## src/rtl/fad_pkg.sv

```systemverilog
`timescale 1ns/1ps
package fad_pkg;
   typedef enum logic [1:0] {
      LK_EMPTY = 2'd0,
      LK_ALIAS = 2'd1,
      LK_HIT   = 2'd2
   } lookup_e;
endpackage

```

## src/rtl/fad_slot_counter.sv

```systemverilog
`timescale 1ns/1ps
module fad_slot_counter #(
   parameter int SLOT_W = 4
) (
   input  logic              clk,
   input  logic              rst_n,
   input  logic              clear,
   input  logic              slot_tick,
   output logic [SLOT_W-1:0] cur_slot,
   output logic [SLOT_W-1:0] eff_slot
);
   // slot number as seen by a packet arriving this cycle (tick applied first)
   assign eff_slot = slot_tick ? cur_slot + SLOT_W'(1) : cur_slot;

   always_ff @(posedge clk or negedge rst_n) begin
      if (!rst_n)      cur_slot <= '0;
      else if (clear)  cur_slot <= '0;
      else             cur_slot <= eff_slot;
   end
endmodule

```

## src/rtl/fad_flow_table.sv

```systemverilog
`timescale 1ns/1ps
module fad_flow_table
   import fad_pkg::*;
#(
   parameter int IDX_W   = 6,
   parameter int TAG_W   = 8,
   parameter int SLOT_W  = 4,
   parameter int AGE_LIM = 3
) (
   input  logic              clk,
   input  logic              rst_n,
   input  logic              clear,
   input  logic [SLOT_W-1:0] eff_slot,
   input  logic [IDX_W-1:0]  rd_idx,
   input  logic [TAG_W-1:0]  rd_tag,
   output lookup_e           rd_res,
   output logic [SLOT_W-1:0] rd_slot,
   output logic              rd_pinned,
   input  logic              wr_en,
   input  logic [SLOT_W-1:0] wr_slot
);
   localparam int DEPTH = 1 << IDX_W;

   logic [DEPTH-1:0]  vld_a;
   logic [DEPTH-1:0]  pin_a;
   logic [TAG_W-1:0]  tag_a  [DEPTH];
   logic [SLOT_W-1:0] slot_a [DEPTH];

   for (genvar i = 0; i < DEPTH; i++) begin : g_ent
      logic              vld_q, pin_q;
      logic [TAG_W-1:0]  tag_q;
      logic [SLOT_W-1:0] slot_q;
      logic              install;
      logic [SLOT_W-1:0] slot_nx;
      logic [SLOT_W-1:0] age_nx;

      assign install = wr_en && (rd_idx == IDX_W'(i));
      assign slot_nx = install ? wr_slot : slot_q;
      // age the entry will have after this edge; pin it once it reaches the last queue
      assign age_nx  = eff_slot - slot_nx;

      always_ff @(posedge clk or negedge rst_n) begin
         if (!rst_n) begin
            vld_q  <= 1'b0;
            pin_q  <= 1'b0;
            tag_q  <= '0;
            slot_q <= '0;
         end else if (clear) begin
            vld_q  <= 1'b0;
            pin_q  <= 1'b0;
         end else begin
            if (install) begin
               vld_q  <= 1'b1;
               tag_q  <= rd_tag;
               slot_q <= wr_slot;
            end
            pin_q <= (install ? 1'b0 : pin_q)
                     | ((install | vld_q) && (age_nx >= SLOT_W'(AGE_LIM)));
         end
      end

      assign vld_a[i]  = vld_q;
      assign pin_a[i]  = pin_q;
      assign tag_a[i]  = tag_q;
      assign slot_a[i] = slot_q;
   end

   always_comb begin
      rd_slot   = slot_a[rd_idx];
      rd_pinned = pin_a[rd_idx];
      if (!vld_a[rd_idx])                rd_res = LK_EMPTY;
      else if (tag_a[rd_idx] == rd_tag)  rd_res = LK_HIT;
      else                               rd_res = LK_ALIAS;
   end
endmodule

```

## src/rtl/fad_queue_map.sv

```systemverilog
`timescale 1ns/1ps
module fad_queue_map
   import fad_pkg::*;
#(
   parameter int SLOT_W = 4,
   parameter int NUM_Q  = 4
) (
   input  lookup_e                     res,
   input  logic [SLOT_W-1:0]           ent_slot,
   input  logic                        ent_pinned,
   input  logic [SLOT_W-1:0]           pkt_slot,
   output logic [$clog2(NUM_Q)-1:0]    qid
);
   localparam int QID_W = $clog2(NUM_Q);
   localparam int LAST  = NUM_Q - 1;

   logic [SLOT_W-1:0] age;
   assign age = pkt_slot - ent_slot;

   always_comb begin
      if (res != LK_HIT)                              qid = '0;
      else if (ent_pinned || age >= SLOT_W'(LAST))    qid = QID_W'(LAST);
      else                                            qid = age[QID_W-1:0];
   end
endmodule

```

## src/rtl/flow_age_demoter.sv

```systemverilog
`timescale 1ns/1ps
module flow_age_demoter
   import fad_pkg::*;
#(
   parameter int IDX_W  = 6,
   parameter int TAG_W  = 8,
   parameter int SLOT_W = 4,
   parameter int NUM_Q  = 4
) (
   input  logic                       clk,
   input  logic                       rst_n,
   input  logic                       clear,
   input  logic                       slot_tick,
   input  logic                       in_valid,
   input  logic [IDX_W+TAG_W-1:0]     in_key,
   output logic                       out_valid,
   output logic [$clog2(NUM_Q)-1:0]   out_qid
);
   localparam int KEY_W = IDX_W + TAG_W;
   localparam int QID_W = $clog2(NUM_Q);

   if (NUM_Q < 2) begin : g_bad_q
      $error("NUM_Q must be at least 2");
   end
   if ((1 << SLOT_W) < NUM_Q) begin : g_bad_slot
      $error("SLOT_W too narrow to reach the last queue before wrapping");
   end
   if (IDX_W < 1 || TAG_W < 1) begin : g_bad_key
      $error("IDX_W and TAG_W must be positive");
   end

   logic [SLOT_W-1:0] cur_slot, eff_slot;
   logic              s1_valid;
   logic [KEY_W-1:0]  s1_key;
   logic [SLOT_W-1:0] s1_slot;
   lookup_e           lk_res;
   logic [SLOT_W-1:0] lk_slot;
   logic              lk_pinned;
   logic [QID_W-1:0]  map_qid;
   logic              accept2;

   fad_slot_counter #(.SLOT_W(SLOT_W)) u_slot (
      .clk(clk), .rst_n(rst_n), .clear(clear), .slot_tick(slot_tick),
      .cur_slot(cur_slot), .eff_slot(eff_slot)
   );

   // stage 1: capture key and the slot the packet arrived in
   always_ff @(posedge clk or negedge rst_n) begin
      if (!rst_n) begin
         s1_valid <= 1'b0;
         s1_key   <= '0;
         s1_slot  <= '0;
      end else begin
         s1_valid <= in_valid && !clear;
         s1_key   <= in_key;
         s1_slot  <= eff_slot;
      end
   end

   assign accept2 = s1_valid && !clear;

   fad_flow_table #(
      .IDX_W(IDX_W), .TAG_W(TAG_W), .SLOT_W(SLOT_W), .AGE_LIM(NUM_Q-1)
   ) u_tab (
      .clk(clk), .rst_n(rst_n), .clear(clear), .eff_slot(eff_slot),
      .rd_idx(s1_key[IDX_W-1:0]), .rd_tag(s1_key[KEY_W-1:IDX_W]),
      .rd_res(lk_res), .rd_slot(lk_slot), .rd_pinned(lk_pinned),
      .wr_en(accept2 && (lk_res != LK_HIT)), .wr_slot(s1_slot)
   );

   fad_queue_map #(.SLOT_W(SLOT_W), .NUM_Q(NUM_Q)) u_map (
      .res(lk_res), .ent_slot(lk_slot), .ent_pinned(lk_pinned),
      .pkt_slot(s1_slot), .qid(map_qid)
   );

   // stage 2: register the result
   always_ff @(posedge clk or negedge rst_n) begin
      if (!rst_n) begin
         out_valid <= 1'b0;
         out_qid   <= '0;
      end else begin
         out_valid <= accept2;
         out_qid   <= map_qid;
      end
   end
endmodule

```

## config.mk

```make
export PLATFORM = sky130hd
export DESIGN_NAME = flow_age_demoter
export DESIGN_NICKNAME = d
export VERILOG_FILES = /design/src/rtl/fad_pkg.sv /design/src/rtl/fad_slot_counter.sv /design/src/rtl/fad_flow_table.sv /design/src/rtl/fad_queue_map.sv /design/src/rtl/flow_age_demoter.sv
export SDC_FILE = /design/constraint.sdc
export NUM_CORES = 2
export LEC_CHECK = 0
export BUFFER_PORTS_ARGS = -buffer_cell sky130_fd_sc_hd__buf_4
export CAP_MARGIN = 10
export CORE_AREA = 2 2 430 432
export CTS_BUF_LIST = sky130_fd_sc_hd__clkbuf_8
export CTS_CLUSTER_DIAMETER = 100
export DETAILED_ROUTE_END_ITERATION = 12
export DIE_AREA = 0 0 432 434
export GPL_ROUTABILITY_DRIVEN = 0
export PLACE_DENSITY_LB_ADDON = 0.15
export SYNTH_ARGS = -nofsm -noshare
export SYNTH_HDL_FRONTEND = slang
export SYNTH_HIERARCHICAL = 1
export SYNTH_SLANG_ARGS = --single-unit
export TNS_END_PERCENT = 1
```

## constraint.sdc

```tcl
create_clock -name clk -period 4.9 [get_ports clk]
set_input_delay 0.98 -clock clk [delete_from_list [all_inputs] [get_ports clk]]
set_output_delay 0.98 -clock clk [all_outputs]
set_load 0.02 [all_outputs]
```

==> metrics <==
wire length of the first global-routing pass=266 mm; Post-Syn Area=54500 um^2; largest net degree at the start of global routing=139; sequential share of the synthesized area=42.3%; Worst Setup End Kind=flop; Critical Path Max Stage Delay=520 ps; clock buffer count from CTS=178; VDD IR-drop max=200 uV; antenna violations before repair=7; Most used DFF post-synth=dfrtp_1; area grow syn2layout=22.1%; H-tree depth=4; CTS tree=done; Synth top area share=42.3%; WP depth=25; number of routed nets with antenna violations=0; Mean Syn Cell Area=12.9 um^2; slowest stage cell on the critical path=dfrtp_4; # clock sinks=922; synth warn=6; critical path type=flop to flop; commonest non-fill, non-tap cell in the layout=dfrtp_1; Final Skew=69.4 ps; Vias/cell=5.01; Setup WS post-layout=-391 ps; status=finished, violations left; drt wl/cell=24.7 um; violation count after the first detailed-routing iteration=2165; synthesized flop and latch total=922; worst rel slew slack=19.1%; Core Region=182000 um^2; Pwr Density=270 nW/um^2; Slew @ Worst Pin=1210 ps; fin cells=7216; Final Net Count=4910; Fin Hold WS=89.7 ps; CTS root buffer=clkbuf_8; maxcap violations=0; FP Rows=157; worst skew pair latency=950 ps; Setup Viol. Count Final=64; Syn Nets=4435; Final Total Pwr=0.0180 W; DRT Pass-1 Iters=5; final hold viol count=0; dpl cells=6873; post-DP HPWL=123 mm; num ports=22; Die Ht=434 um; vias in the first global route=38400; Worst EP required=5670 ps; RSZ-0062 raised after global routing=true; largest area contributor in the netlist=dfrtp_1; footprint of the multi-input gates=30300 um^2; min Tclk post-route=5290 ps; period utilisation layout=108%; crit-path leading delay family=compound AO/OA/AOI/OAI gates; Initial Util=29.9%; r2r worst-path depth=25; synth top area cells=dfrtp_1 42%, mux2_2 15%, mux4_2 8.3%; Yosys cell types=77; ratio of cells with drive above 1 in the final layout=44.1%; total number of vias=36100; failing checks=setup timing; port buffer count=21; EDFF count, synth=0; Buf+Inv Stages, Crit Path=8; max-slew violations=0; FILL cells=17700; Hold WC Path Type=primary input to asynchronous set/reset pin; Leak=31.8 nW; Core Util, Final=36.5%; most frequent cells in the layout=906 x dfrtp_1, 729 x mux2_2, 497 x buf_4; Hold Buf Count CTS=0; clock slew at reported path FFs=60 ps; die width=432 um; drt total wl=178 mm; Startpoint Class=flop; crit path max fanout=12; grt ovf=0; f_max=189 MHz; CTS Buffer Depth=3; number of remaining DRC errors=0; Global Route Usage Sum=19.2%; Die Footprint=187000 um^2; ys async rst share=100%; DP Worst Slack=-940 ps; storage element area=23100 um^2; Worst Path Arrival=6060 ps; Synth Instances=4219
==> routing by layer <==
layer	GRT usage, %	up-vias	routed length [um]
met5	0	-	0
met4	4.97	0	3980
met3	2.93	204	6780
met2	31.2	625	84100
met1	26.6	19000	83300
li1	-	16300	-
==> path summary, 6_finish.rpt <==
kind	startpoint	to	slack, ps
max in group asynchronous	rst_n	u_tab/g_ent[46].tag_q[2]	3510
min in group clk	in_key[2]	s1_key[2]	150
worst max register to register	s1_key[0]	u_tab/g_ent[6].pin_q	-390
worst max-delay path	s1_key[0]	u_tab/g_ent[6].pin_q	-390
worst min register to register	u_tab/g_ent[45].tag_q[7]	u_tab/g_ent[45].tag_q[7]	480
worst min-delay path	rst_n	u_tab/g_ent[28].pin_q	90
==> power breakdown <==
| group | switching, W | internal [W] |
|---|---|---|
| clock | 0.00360 | 0.00412 |
| sequential | 0.000183 | 0.00777 |
| combinational | 0.00133 | 0.000939 |
==> flip-flops by register name, indices dropped and copies added, names as in the netlist, 2 cells and up <==
name                flops
out_qid                 2
u_tab/g_ent.slot_q    256
u_tab/g_ent.pin_q      64
u_slot/cur_slot         4
s1_key                 14
u_tab/g_ent.tag_q     512
s1_slot                 4
u_tab/g_ent.vld_q      64
==> cell type report <==
type / count / share of cell area [%]
antenna: 3 / 0.0113
clock buffer: 218 / 4.51
inverter: 121 / 0.684
multi-input combinational: 2840 / 45.5
clock inverter: 96 / 0.797
tap: 2385 / 4.48
sequential: 922 / 34.7
timing repair buffer: 631 / 9.33
==> timing repair <==
action / 4_1_cts / 5_1_grt
resized for setup: 123 / 124
gates cloned: 2 / 1
pin swaps: 47 / 32
buffers inserted: 20 / 5
endpoints found under the setup margin: 832 / 218
==> metrics by stage <==
| stage | setup TNS [ps] | area (um^2) |
|---|---|---|
| floorplan | 0 | 54500 |
| global placement | -240430 | 61700 |
| global route | -34990 | 66600 |
| CTS | -18030 | 66000 |
| detailed placement | -245850 | 61700 |
| finish | -18920 | 66600 |
==> logic make-up (layout without fill, tap and decap cells) <==
family,count (synthesis),in the layout,synth area share (%)
multiplexers,1383,1383,32.0
flip-flops,922,922,42.3
AND/OR/NAND/NOR,675,675,6.86
buffers and inverters,457,1066,4.00
AO/OA/AOI/OAI,382,382,4.59
XOR/XNOR,203,203,4.85
adder cells (fa/ha/maj),197,197,5.42
other,0,3,0
==> Yosys cell counts, types with 65 or more instances <==
cell / count
mux4_2: 201
a21oi_1: 98
mux2i_1: 349
xnor2_1: 117
nor2_1: 160
clkbuf_1: 207
nand2_1: 163
nand2b_1: 67
mux2_2: 733
ha_1: 132
a22oi_1: 91
fa_1: 65
inv_1: 121
dfrtp_1: 922
mux2_1: 92
(Power assumes the default switching activity.)
